`src/rtl/bxc_pkg.sv`:
```
package bxc_pkg;
  localparam int BXC_TICK_W     = 8;
  localparam int BXC_SUB_W      = 3;
  localparam int BXC_TURN_W     = 2;
  localparam int BXC_FIRST_TICK = 1;
  localparam int BXC_LAST_TICK  = 159;

  typedef enum logic [1:0] {
    ACT_STEP = 2'd0,
    ACT_WRAP = 2'd1,
    ACT_LOAD = 2'd2
  } cnt_act_e;
endpackage

```
`src/rtl/bxc_preset_reg.sv`:
```
module bxc_preset_reg #(
  parameter int CNT_W = 11,
  parameter logic [CNT_W-1:0] INIT_VAL = '0
) (
  input  logic             clk,
  input  logic             rst,
  input  logic             we,
  input  logic [CNT_W-1:0] wdata,
  output logic [CNT_W-1:0] preset
);
  always_ff @(posedge clk) begin
    if (rst)     preset <= INIT_VAL;
    else if (we) preset <= wdata;
  end


  preset_wr_chk: assert property (@(posedge clk) disable iff (rst)
    we |=> preset == $past(wdata));
endmodule

```
`src/rtl/bxc_marker_sampler.sv`:
```
module bxc_marker_sampler (
  input  logic clk,
  input  logic rst,
  input  logic first_edge,
  input  logic bot_mark,
  input  logic live_mark,
  output logic load_req,
  output logic live_q
);
  // The turn marker qualifies a load at the crossing edge itself
  assign load_req = first_edge & bot_mark;

  always_ff @(posedge clk) begin
    if (rst)             live_q <= 1'b0;
    else if (first_edge) live_q <= live_mark;
  end


  live_take_chk: assert property (@(posedge clk) disable iff (rst)
    first_edge |=> live_q == $past(live_mark));

  live_hold_chk: assert property (@(posedge clk) disable iff (rst)
    !first_edge |=> $stable(live_q));
endmodule

```
`src/rtl/bxc_counter.sv`:
```
module bxc_counter
  import bxc_pkg::*;
#(
  parameter int TICK_W     = 8,
  parameter int SUB_W      = 3,
  parameter int TURN_W     = 2,
  parameter int FIRST_TICK = 1,
  parameter int LAST_TICK  = 159,
  parameter logic [TICK_W+SUB_W-1:0] INIT_VAL = '0
) (
  input  logic                    clk,
  input  logic                    rst,
  input  logic                    load_req,
  input  logic [TICK_W+SUB_W-1:0] preset,
  output logic [TICK_W+SUB_W-1:0] cnt_q,
  output logic [TURN_W-1:0]       turn_q
);
  localparam int CNT_W = TICK_W + SUB_W;
  localparam logic [CNT_W-1:0] FIRST_VAL = {TICK_W'(FIRST_TICK), {SUB_W{1'b0}}};
  localparam logic [CNT_W-1:0] LAST_VAL  = {TICK_W'(LAST_TICK), {SUB_W{1'b1}}};

  cnt_act_e act;

  always_comb begin
    if (load_req)              act = ACT_LOAD;
    else if (cnt_q >= LAST_VAL) act = ACT_WRAP;
    else                       act = ACT_STEP;
  end

  always_ff @(posedge clk) begin
    if (rst) begin
      cnt_q  <= INIT_VAL;
      turn_q <= '0;
    end else begin
      unique case (act)
        ACT_LOAD: cnt_q <= preset;
        ACT_WRAP: begin
          cnt_q  <= FIRST_VAL;
          turn_q <= turn_q + TURN_W'(1);
        end
        default:  cnt_q <= cnt_q + CNT_W'(1);
      endcase
    end
  end


  reset_val_chk: assert property (@(posedge clk)
    rst |=> (cnt_q == INIT_VAL && turn_q == '0));

  step_chk: assert property (@(posedge clk) disable iff (rst)
    (!load_req && cnt_q < LAST_VAL) |=> (cnt_q == $past(cnt_q) + CNT_W'(1) && $stable(turn_q)));

  wrap_chk: assert property (@(posedge clk) disable iff (rst)
    (!load_req && cnt_q >= LAST_VAL) |=> (cnt_q == FIRST_VAL && turn_q == $past(turn_q) + TURN_W'(1)));

  load_chk: assert property (@(posedge clk) disable iff (rst)
    load_req |=> (cnt_q == $past(preset) && $stable(turn_q)));
endmodule

```
`src/rtl/bx_tick_counter.sv`:
```
module bx_tick_counter
  import bxc_pkg::*;
#(
  parameter int TICK_W     = BXC_TICK_W,
  parameter int SUB_W      = BXC_SUB_W,
  parameter int TURN_W     = BXC_TURN_W,
  parameter int FIRST_TICK = BXC_FIRST_TICK,
  parameter int LAST_TICK  = BXC_LAST_TICK
) (
  input  logic                    clk,
  input  logic                    rst,
  input  logic                    first_edge,
  input  logic                    bot_mark,
  input  logic                    live_mark,
  input  logic                    preset_we,
  input  logic [TICK_W+SUB_W-1:0] preset_wdata,
  output logic [TICK_W-1:0]       tick_num,
  output logic [SUB_W-1:0]        sub_tick,
  output logic [TURN_W-1:0]       turn_num,
  output logic                    live_flag
);
  localparam int CNT_W = TICK_W + SUB_W;
  localparam logic [CNT_W-1:0] NOMINAL_PRESET = {TICK_W'(FIRST_TICK), {SUB_W{1'b0}}};

  logic [CNT_W-1:0] preset;
  logic [CNT_W-1:0] cnt_q;
  logic             load_req;

  bxc_preset_reg #(.CNT_W(CNT_W), .INIT_VAL(NOMINAL_PRESET)) i_preset (
    .clk(clk), .rst(rst), .we(preset_we), .wdata(preset_wdata), .preset(preset)
  );

  bxc_marker_sampler i_sampler (
    .clk(clk), .rst(rst), .first_edge(first_edge), .bot_mark(bot_mark),
    .live_mark(live_mark), .load_req(load_req), .live_q(live_flag)
  );

  bxc_counter #(
    .TICK_W(TICK_W), .SUB_W(SUB_W), .TURN_W(TURN_W),
    .FIRST_TICK(FIRST_TICK), .LAST_TICK(LAST_TICK), .INIT_VAL(NOMINAL_PRESET)
  ) i_counter (
    .clk(clk), .rst(rst), .load_req(load_req), .preset(preset),
    .cnt_q(cnt_q), .turn_q(turn_num)
  );

  assign sub_tick = cnt_q[SUB_W-1:0];
  assign tick_num = cnt_q[CNT_W-1:SUB_W];


  bot_ignored_chk: assert property (@(posedge clk) disable iff (rst)
    (!first_edge && cnt_q < {TICK_W'(LAST_TICK), {SUB_W{1'b1}}})
      |=> cnt_q == $past(cnt_q) + CNT_W'(1));
endmodule

```
`config.mk`:
```
export PLATFORM = sky130hd
export DESIGN_NAME = bx_tick_counter
export DESIGN_NICKNAME = d
export VERILOG_FILES = /design/src/rtl/bxc_pkg.sv /design/src/rtl/bxc_preset_reg.sv /design/src/rtl/bxc_marker_sampler.sv /design/src/rtl/bxc_counter.sv /design/src/rtl/bx_tick_counter.sv
export SDC_FILE = /design/constraint.sdc
export NUM_CORES = 1
export LEC_CHECK = 0
export CAP_MARGIN = 20
export CORE_AREA = 2 2 43 61
export DETAILED_ROUTE_END_ITERATION = 8
export DIE_AREA = 0 0 45 63
export PLACE_DENSITY_LB_ADDON = 0.08
export SYNTH_ARGS = -nofsm -noshare
export SYNTH_HDL_FRONTEND = slang
export SYNTH_SLANG_ARGS = --single-unit
```
`constraint.sdc`:
```
create_clock -name clk -period 4.12 [get_ports clk]
set_input_delay 0.412 -clock clk [delete_from_list [all_inputs] [get_ports clk]]
set_output_delay 0.412 -clock clk [all_outputs]
set_load 0.01 [all_outputs]
```
==> metrics.txt <==
clk_lat worst skew 310 ps; count of final setup violators 0; Critical Path Fanout Max 9; Slew @ Worst Pin 861 ps; final hold violation count 0; Cells after Synth 116; DRC violations left 0; GR Overflow Total 0; Avg Synthesized Cell Area 9.46 µm²; min Tclk post-route 1860 ps; P&R area growth vs syn 30.6%; CP bufs+invs 0; CP delay by family, top compound AO/OA/AOI/OAI gates; fill cell count 219; Synth top area share 0.456; clock network power share 0.244; dpl ws 2070 ps; internal power 0.330 mW; cells along the critical path ha_1, a21oi_1, o41ai_4, a21oi_2, a21oi_1, or2_2; CTS Root Cell clkbuf_4; DP HPWL 1580 µm; LEAKAGE 0.586 nW; number of H-tree levels 1; Setup Total Neg Slack 0 ps; vias 903; WL/cell 12.8 µm; final worst path period share 0.452; run status finished, final reports clean; die height 63 µm; Seq cells post-synth 25; # diodes 0; Peak Freq 0.536 GHz; routed wire length 2150 µm; setup ws final 2260 ps; die area 2840 µm²; port bufs 30; area leader, netlist dfxtp_1; Multi-input gate area 566 µm²; TritonCTS clock tree built; sequential share of power 0.605; DR pass1 iterations 4; Clock Skews 5.88 ps; Synth cell types 27; Nets 164; Most Frequent Cell on Critical Path a21oi_1; DRT iter0 DRCs 19; Worst-path clk slew 120 ps; Cell Area, Placed 1410 µm²; core area 2310 µm²; global-route usage over all layers 0.160; Worst Path Required 4330 ps; Yosys warnings 0; post-route cell area 1430 µm²; global-route wire length before repair 3470 µm; Placer Congestion 0.753; post-synthesis sequential area ratio 0.456; register area 500 µm²; die span in x 45 µm; Clock Path Buffers 2; setup bufs post-CTS 0; crit path kind register to register; Post-CTS Resized 0; startpoint types register; Synth area leaders dfxtp_1 (46%), mux2i_1 (10%), nor2_1 (9.2%); Post-Syn Area 1100 µm²; CTS buffer count 3; layout cell share with drive strength beyond 1 0.0690; relative slew slack 0.424; Switch Pwr 0.108 mW; effective utilization at floorplan 0.475; pin count of the biggest net entering global routing 26; Slew Viols, Final 0; number of global-route vias before repair 823; Final ANT Viol Nets 0; count of maximum capacitance violations 0; clock sink total 25; Min-Delay Path Class register to register; CP Capture Type register; Peak supply drop 0.000189 V; DR vias/cell 5.38; Synthesized Nets 134; unrepaired setup endpoints after global routing no; initial antenna violation count 0; slowest stage delay, CP 380 ps; Sw Ratio 0.246; crit path DAT 2080 ps; Slowest-stage cell, CP dfxtp_1; Comb pwr share 0.151; hold_buf cts 0; number of cell rows 21; pwr dens 305 nW/µm²; I/O pin count 31
## per-stage QoR
step / std cells / util / hold slack, ps / total power [mW]
after floorplan: 116 / - / 460 / 0.303
after global placement: 164 / 0.608 / 480 / 0.335
after detailed placement: 164 / 0.608 / 494 / 0.337
after CTS: 168 / 0.620 / 525 / 0.442
after global routing: 168 / 0.620 / 547 / 0.459
final: 168 / 0.620 / 520 / 0.437
## cell usage after synthesis
cell	instances
ha_1	1
a211o_1	1
o31a_1	1
and2_1	1
xor2_1	7
inv_1	3
a31oi_1	1
o41ai_4	1
or2_2	1
clkbuf_1	4
nor2b_1	1
nand3_1	3
nor2_1	27
nand3_4	1
dfxtp_1	25
mux2i_1	11
a22oi_1	8
xnor2_1	3
nand2_1	6
buf_2	1
a21oi_2	1
a211oi_2	1
nand4_1	1
nor3_1	2
a21oi_1	2
nor4_2	1
a21o_2	1
## registers in the layout, summed over array words and instances, names as in the netlist
register,count
i_counter.cnt_q,11
i_counter.turn_q,2
i_preset.preset,11
i_sampler.live_q,1
## power groups by stage
stage | Combinational (mW) | Sequential, mW | Clock [mW]
after global placement | 0.0654 | 0.270 | 0
after detailed placement | 0.0668 | 0.270 | 0
final | 0.0661 | 0.264 | 0.107
after global routing | 0.0721 | 0.266 | 0.121
after floorplan | 0.0333 | 0.270 | 0
after CTS | 0.0673 | 0.265 | 0.110
## kinds of logic after synthesis
logic type                 Yosys count  share of synthesized area
and+or+nand+nor                     44                      0.186
muxes                               11                      0.100
adders and majority gates            1                     0.0114
buffers and inverters                8                     0.0285
DFF                                 25                      0.456
xor gates and xnor gates            10                     0.0798
AOI/OAI and AO/OA                   17                      0.138
## layout by cell type (no fill, tap or decap)
master / synthesis / routed
clkdlybuf4s50_1: 0 / 30
nor2_1: 27 / 27
dfxtp_1: 25 / 25
mux2i_1: 11 / 11
a22oi_1: 8 / 8
xor2_1: 7 / 7
nand2_1: 6 / 6
inv_1: 3 / 3
nand3_1: 3 / 3
xnor2_1: 3 / 3
clkbuf_4: 0 / 3
a21oi_1: 2 / 2
nor3_1: 2 / 2
and2_1: 1 / 1
nand3_4: 1 / 1
o41ai_4: 1 / 1
a21oi_2: 1 / 1
nor2b_1: 1 / 1
a211o_1: 1 / 1
nor4_2: 1 / 1
o31a_1: 1 / 1
nand4_1: 1 / 1
a31oi_1: 1 / 1
a21o_2: 1 / 1
a211oi_2: 1 / 1
or2_2: 1 / 1
ha_1: 1 / 1
clkbuf_1: 4 / 1
## worst reg2reg max path, stage by stage (launching register included)
cell,delay [ps]
dfxtp_1,380
ha_1,270
a21oi_1,240
o41ai_4,120
a21oi_2,380
a21oi_1,100
or2_2,280
## layout make-up
type                    instances  share of cell area
multi-input cells              83               0.395
flip-flops and latches         25               0.349
repair buffers                 30               0.210
well taps                      23              0.0201
clock buffers                   4              0.0183
inverters                       3             0.00786
## metal layers
| metal | vias to the layer above | global-route usage | wire [µm] |
|---|---|---|---|
| li1 | 456 | - | - |
| met1 | 422 | 0.185 | 913 |
| met2 | 20 | 0.270 | 1130 |
| met3 | 5 | 0.0173 | 66 |
| met4 | 0 | 0.0882 | 43 |
| met5 | - | 0 | 0 |
## path summary, 6_finish.rpt
| path | startpoint | to | slack [ps] | cells past startpoint |
|---|---|---|---|---|
| setup / recovery | i_counter.cnt_q[0]$_SDFF_PP0_ | i_counter.cnt_q[3]$_SDFF_PP1_ | 2260 | 6 |
| hold / removal | i_preset.preset[0]$_SDFFE_PP0P_ | i_preset.preset[0]$_SDFFE_PP0P_ | 520 | 2 |
| setup reg to reg | i_counter.cnt_q[0]$_SDFF_PP0_ | i_counter.cnt_q[3]$_SDFF_PP1_ | 2260 | 6 |
| hold reg to reg | i_preset.preset[0]$_SDFFE_PP0P_ | i_preset.preset[0]$_SDFFE_PP0P_ | 520 | 2 |
(Power assumes the default switching activity.)
